### src/rtl/divbank_pkg.sv
`timescale 1ns/1ps
package divbank_pkg;

  localparam int RATIO_W = 6;

  typedef struct packed {
    logic               load;
    logic [RATIO_W-1:0] ratio;
  } chanStrobe_t;

  // Returns {valid, ratio}. The table channel uses a non-monotonic code map.
  function automatic logic [RATIO_W:0] decodeCode(input logic useTable,
                                                   input logic [RATIO_W-1:0] code);
    logic [RATIO_W:0] res;
    res = '0;
    if (useTable) begin
      case (code)
        6'd1:    res = {1'b1, 6'd2};
        6'd2:    res = {1'b1, 6'd1};
        6'd3:    res = {1'b1, 6'd3};
        6'd4:    res = {1'b1, 6'd4};
        6'd5:    res = {1'b1, 6'd6};
        6'd6:    res = {1'b1, 6'd5};
        6'd7:    res = {1'b1, 6'd7};
        6'd8:    res = {1'b1, 6'd8};
        6'd9:    res = {1'b1, 6'd10};
        6'd10:   res = {1'b1, 6'd9};
        default: res = '0;
      endcase
    end else begin
      res = {(code != '0), code};
    end
    return res;
  endfunction

endpackage

### src/rtl/divbank_ctrl.sv
`timescale 1ns/1ps
module divbank_ctrl
  import divbank_pkg::*;
#(
  parameter int NUM_CH      = 4,
  parameter int DATA_W      = 32,
  parameter int RELEASE_BIT = 10,
  parameter int TABLE_CH    = 0
) (
  input  logic              clk,
  input  logic              rstN,
  input  logic              wrEn,
  input  logic              regSel,
  input  logic [DATA_W-1:0] wrData,
  output logic [DATA_W-1:0] rdData,
  output chanStrobe_t       stb [NUM_CH]
);

  localparam int STRIDE = RATIO_W + 1;

  logic [DATA_W-1:0] ctrlWord;
  logic              releaseBit;
  logic [NUM_CH-1:0] loadPrev;
  logic [NUM_CH-1:0] loadNow;
  logic [NUM_CH-1:0] errFlags;
  logic [NUM_CH-1:0] errSet;

  always_ff @(posedge clk or negedge rstN) begin
    if (!rstN) begin
      ctrlWord   <= '0;
      releaseBit <= 1'b0;
    end else if (wrEn) begin
      if (!regSel) ctrlWord   <= wrData;
      else         releaseBit <= wrData[RELEASE_BIT];
    end
  end

  always_ff @(posedge clk or negedge rstN) begin
    if (!rstN) begin
      loadPrev <= '0;
      errFlags <= '0;
    end else begin
      loadPrev <= loadNow;
      errFlags <= errFlags | errSet;
    end
  end

  for (genvar g = 0; g < NUM_CH; g++) begin : gCh
    localparam int LSB = 1 + g * STRIDE;
    logic [RATIO_W-1:0] code;
    logic [RATIO_W:0]   dec;
    logic               rise;

    assign code       = ctrlWord[LSB +: RATIO_W];
    assign loadNow[g] = ctrlWord[LSB + RATIO_W];
    assign dec        = decodeCode(g == TABLE_CH, code);
    assign rise       = loadNow[g] & ~loadPrev[g] & releaseBit;
    assign errSet[g]  = rise & ~dec[RATIO_W];
    assign stb[g]     = '{load: rise & dec[RATIO_W], ratio: dec[RATIO_W-1:0]};

    AST_ERR_STICKY: assert property (@(posedge clk) disable iff (!rstN)
      errFlags[g] |=> errFlags[g]);
    AST_LOAD_SINGLE: assert property (@(posedge clk) disable iff (!rstN)
      stb[g].load |=> !stb[g].load);
  end

  always_comb begin
    rdData = '0;
    if (!regSel) begin
      rdData = ctrlWord;
    end else begin
      rdData[RELEASE_BIT]  = releaseBit;
      rdData[NUM_CH-1:0]   = errFlags;
    end
  end

endmodule

### src/rtl/divbank_chan.sv
`timescale 1ns/1ps
module divbank_chan
  import divbank_pkg::*;
#(
  parameter int DEFAULT_RATIO = 4
) (
  input  logic        clk,
  input  logic        rstN,
  input  chanStrobe_t stb,
  output logic        divClk,
  output logic        divTick
);

  localparam logic [RATIO_W-1:0] RST_RATIO = RATIO_W'(DEFAULT_RATIO);
  localparam logic               RST_PHASE = (DEFAULT_RATIO / 2) > 0;

  logic [RATIO_W-1:0] ratio;
  logic [RATIO_W-1:0] pendRatio;
  logic [RATIO_W-1:0] nextRatio;
  logic [RATIO_W-1:0] cnt;
  logic               pendValid;
  logic               phase;

  assign divTick = (cnt == ratio - 1'b1);

  always_comb begin
    if (stb.load)       nextRatio = stb.ratio;
    else if (pendValid) nextRatio = pendRatio;
    else                nextRatio = ratio;
  end

  always_ff @(posedge clk or negedge rstN) begin
    if (!rstN) begin
      ratio     <= RST_RATIO;
      pendRatio <= RST_RATIO;
      pendValid <= 1'b0;
      cnt       <= '0;
      phase     <= RST_PHASE;
    end else begin
      if (stb.load) begin
        pendRatio <= stb.ratio;
        pendValid <= 1'b1;
      end
      if (divTick) begin
        ratio     <= nextRatio;
        cnt       <= '0;
        phase     <= (nextRatio >> 1) != '0;
        pendValid <= 1'b0;
      end else begin
        cnt   <= cnt + 1'b1;
        phase <= (cnt + 1'b1) < (ratio >> 1);
      end
    end
  end

  assign divClk = (ratio == RATIO_W'(1)) ? clk : phase;

  AST_CNT_IN_RANGE: assert property (@(posedge clk) disable iff (!rstN)
    cnt < ratio);
  AST_RATIO_AT_END: assert property (@(posedge clk) disable iff (!rstN)
    !divTick |=> $stable(ratio));
  AST_TICK_WRAP: assert property (@(posedge clk) disable iff (!rstN)
    divTick |=> (cnt == '0));
  AST_RATIO_LEGAL: assert property (@(posedge clk) disable iff (!rstN)
    ratio != '0);

endmodule

### src/rtl/divbank_top.sv
`timescale 1ns/1ps
module divbank_top
  import divbank_pkg::*;
#(
  parameter int NUM_CH        = 4,
  parameter int DATA_W        = 32,
  parameter int DEFAULT_RATIO = 4
) (
  input  logic              clk,
  input  logic              rstN,
  input  logic              wrEn,
  input  logic              regSel,
  input  logic [DATA_W-1:0] wrData,
  output logic [DATA_W-1:0] rdData,
  output logic [NUM_CH-1:0] divClk,
  output logic [NUM_CH-1:0] divTick
);

  chanStrobe_t stb [NUM_CH];

  divbank_ctrl #(
    .NUM_CH (NUM_CH),
    .DATA_W (DATA_W)
  ) ctrl_i (
    .clk    (clk),
    .rstN   (rstN),
    .wrEn   (wrEn),
    .regSel (regSel),
    .wrData (wrData),
    .rdData (rdData),
    .stb    (stb)
  );

  for (genvar g = 0; g < NUM_CH; g++) begin : gChan
    divbank_chan #(
      .DEFAULT_RATIO (DEFAULT_RATIO)
    ) chan_i (
      .clk     (clk),
      .rstN    (rstN),
      .stb     (stb[g]),
      .divClk  (divClk[g]),
      .divTick (divTick[g])
    );
  end

endmodule

### config.mk
export PLATFORM = sky130hd
export DESIGN_NAME = divbank_top
export DESIGN_NICKNAME = d
export VERILOG_FILES = /design/src/rtl/divbank_pkg.sv /design/src/rtl/divbank_ctrl.sv /design/src/rtl/divbank_chan.sv /design/src/rtl/divbank_top.sv
export SDC_FILE = /design/constraint.sdc
export NUM_CORES = 1
export LEC_CHECK = 0
export ABC_AREA = 1
export BUFFER_PORTS_ARGS = -buffer_cell sky130_fd_sc_hd__buf_4
export CORE_MARGIN = 2
export CORE_UTILIZATION = 59
export CTS_CLUSTER_SIZE = 28
export DETAILED_ROUTE_END_ITERATION = 7
export HOLD_SLACK_MARGIN = 0.15
export PLACE_DENSITY_LB_ADDON = 0.3
export SYNTH_ARGS = -nofsm -noshare
export SYNTH_HDL_FRONTEND = slang
export SYNTH_SLANG_ARGS = --single-unit
### constraint.sdc
create_clock -name clk -period 2.05 [get_ports clk]
set_input_delay 0.3075 -clock clk [delete_from_list [all_inputs] [get_ports clk]]
set_output_delay 0.3075 -clock clk [all_outputs]
set_load 0.03 [all_outputs]
==> flow_summary.ini <==
[power]
swShare_pct = 29.28
combPwrFrac_pct = 17.9
seqPwrFrac_pct = 40.7
p_leak_uw = 0.004392
ir_drop_mv = 0.7969
intPower_uw = 4874
p_per_area_nw_per_um2 = 805.2
power.total_uw = 6892
p_switching_uw = 2018
clockPowerShare_pct = 41.4

[critical_path]
setup.worst_path.end_class = primary output
crit_type = flop to primary output
path_cells = inv_2 -> ha_4 -> xnor2_1 -> nor2_1 -> nand3_2 -> nor2_4 -> nand2_4 -> inv_4 -> buf_6
cpPeakStageDelay_ns = 0.39
crit_fanout = 2
cp.required_ns = 1.74
crit_slowest_cell = dfrtp_1
worstPathArrival_ns = 1.85
r2r_end = gChan[0].chan_i.phase
start_kind = flop
rr_startpoint = gChan[0].chan_i.ratio[0]
rr_worst_depth = 13
regToRegSetupSlack_ns = 0.12

[final_layout]
final_layout_size_suffix_gt1_share_pct = 24.75
diodes = 0
stdcell_count = 1137
area_growth_pct = 26.85
fin_util_pct = 75.94
fin_nets = 1045

[routing]
dr.pass1.iters = 7
vias = 5987
drcViolationCount = 0
ant_nets = 0
routed_wl_um = 16380
viasPerCell = 5.266
drtIter0Drc = 417
wl_per_cell_um = 14.41

[global_routing]
overflow = 0
antenna_found_initial = 0
track_usage_pct = 27.97
grt_max_degree = 47
grt_pass1_wl_um = 27920
grt_pass1_vias = 6052

[die]
dieHeight_um = 110.9
rows = 39
ioPinCount = 76
die_x_um = 110.9
initial_core_util_pct = 59.86
core_um2 = 11270
dieArea_um2 = 12310

[yosys]
synth.area.top_cells = dfrtp_1, nand2_1, nor2_1
yosys.area.top_type = dfrtp_1
synth_top_cell_area_share_pct = 39.68
synth_area_per_cell_um2 = 7.855
yosysUniqueCellTypes = 41
ys_ff_latch = 119
async_flop_share_pct = 100.0
syn_area_um2 = 6748
synthFlopType = dfrtp_1
synth_nets = 923
ys_warn_count = 0
ys_top_cells_by_count = nand2_1, nor2_1, dfrtp_1, inv_1, o21ai_0
ys_seq_area_share_pct = 44.35
synth_edf_count = 0
synth_cells = 859
synth_most_common_cell = nand2_1

[timing]
finalClockSkew_ns = 0.1110
setup_viol = 4
hold_violations = 0
slew-limit-headroom_pct = 67.16
setup_tns_ns = -0.2329
slew_violations = 0
rsz0062_at_grt = yes
max_freq_mhz = 462.7
fin_ws_ns = -0.1114
fin_crit_sh_pct = 105.4
fin_crit_ns = 2.161
worst_pin_slew_ns = 0.4926

[min_path]
min_to = ctrl_i.ctrlWord[19]
hp-class = input port to flop
hold_start = wrData[19]
hold_path_depth = 3

[placement]
gp_congestion = 0.8902
dp_hpwl_um = 10690
place_inst = 1063
io_buffers = 75
place_ws_ns = 0.01937

[clocking]
clockRootBuffer = clkbuf_16
cts_max_level = 4
clkTransAtPathRegs_ns = 0.05
clk_latency_ns = 0.42
cts_buffers = 17
cts_max_path_buffers = 2
cts_tree = done

[flow_run]
maxCapViolCount = 0

[outcome]
violations = negative setup slack
status = finished, violations left
-- power groups by stage --
| stage | sequential (µW) | combinational, µW | clock, µW |
|---|---|---|---|
| 6_report | 2810 | 1230 | 2850 |
| 5_1_grt | 2840 | 1410 | 3040 |
| 4_1_cts | 2800 | 1220 | 2880 |
| 3_5_place_dp | 2830 | 1190 | 14.8 |
| 3_3_place_gp | 2830 | 1170 | 14.8 |
| 2_1_floorplan | 2790 | 836 | 14.8 |
-- state kept, by name, summed over array words and instances (netlist names) --
name	cells
ctrl_i.releaseBit	1
ctrl_i.ctrlWord	32
gChan.chan_i.cnt	24
ctrl_i.loadPrev	4
gChan.chan_i.pendValid	4
ctrl_i.errFlags	4
gChan.chan_i.pendRatio	22
gChan.chan_i.ratio	24
gChan.chan_i.phase	4
-- cells by family (layout without fill, tap and decap cells) --
| logic type | count (synthesis) | in the layout | share of synthesized area (%) |
|---|---|---|---|
| and+or+nand+nor | 421 | 421 | 26.78 |
| DFF | 119 | 119 | 44.35 |
| AOI/OAI and AO/OA | 104 | 104 | 8.122 |
| buffers and inverters | 137 | 272 | 8.808 |
| adders and majority gates | 28 | 28 | 5.192 |
| muxes | 1 | 1 | 0.1669 |
| xor gates and xnor gates | 49 | 49 | 6.583 |
-- worst max-delay path by stage --
stage | end | from | slack (ns)
4_1_cts | divTick[1] | gChan[1].chan_i.ratio[3] | -0.05
2_1_floorplan | divTick[0] | gChan[0].chan_i.ratio[0] | 0.08
3_3_place_gp | gChan[3].chan_i.ratio[0] | gChan[3].chan_i.ratio[0] | 0.16
5_1_grt | divTick[1] | gChan[1].chan_i.ratio[1] | -0.17
3_5_place_dp | gChan[3].chan_i.ratio[0] | gChan[3].chan_i.ratio[0] | 0.02
6_report | divTick[1] | gChan[1].chan_i.ratio[1] | -0.11
-- cell type report --
class                      count  area (µm²)
clock buffer                  33       561.8
clock inverter                11       43.79
fill                         810        2713
inverter                     106       400.4
multi-input combinational    603        3387
sequential                   119        2993
tap                          143       178.9
timing repair buffer         122       994.7
-- layout by cell type (no fill, tap or decap), drive strengths merged, types with 12 or more instances in the layout --
cell / n
nand2: 218
nor2: 138
buf: 123
inv: 115
dfrtp: 107
o21ai: 60
nand3: 40
a21oi: 39
ha: 28
xnor2: 28
clkbuf: 26
xor2: 21
dfstp: 12
-- worst max-delay path, delay by kind of cell, from the launching register on --
kind          cells  cell delay (ns)
xor+xnor          1             0.14
fa+ha+maj         1             0.20
flops             1             0.39
simple gates      4             0.46
buf+inv           3             0.26
-- repair_timing --
| action | in CTS | in global routing |
|---|---|---|
| hold buffers | 6 | 0 |
| resized for setup | 39 | 24 |
| endpoints found under the hold margin | 32 | 0 |
| pin swaps | 19 | 15 |
| endpoints found under the setup margin | 7 | 14 |
| buffers inserted | 28 | 8 |
| cloned | 1 | 0 |
-- stage by stage --
stage / instance area (µm²) / hold slack (ns)
floorplan: 6748 / 0.01191
global placement: 7460 / 0.3099
detailed placement: 7460 / 0.3116
CTS: 8447 / 0.1500
global route: 8559 / 0.1509
finish: 8559 / 0.1498
-- layer usage --
layer  vias up  GRT usage, %  routed length, µm  share of wire, %
met5         -             0                  0                 0
met4         0         13.75                672               4.1
met3        64         6.178               1007               6.1
met2       207         46.83               8053                49
met1      2797         34.38               6646                41
li1       2919             -                  -                 -
Note: power is estimated with default switching activity, not from simulation.
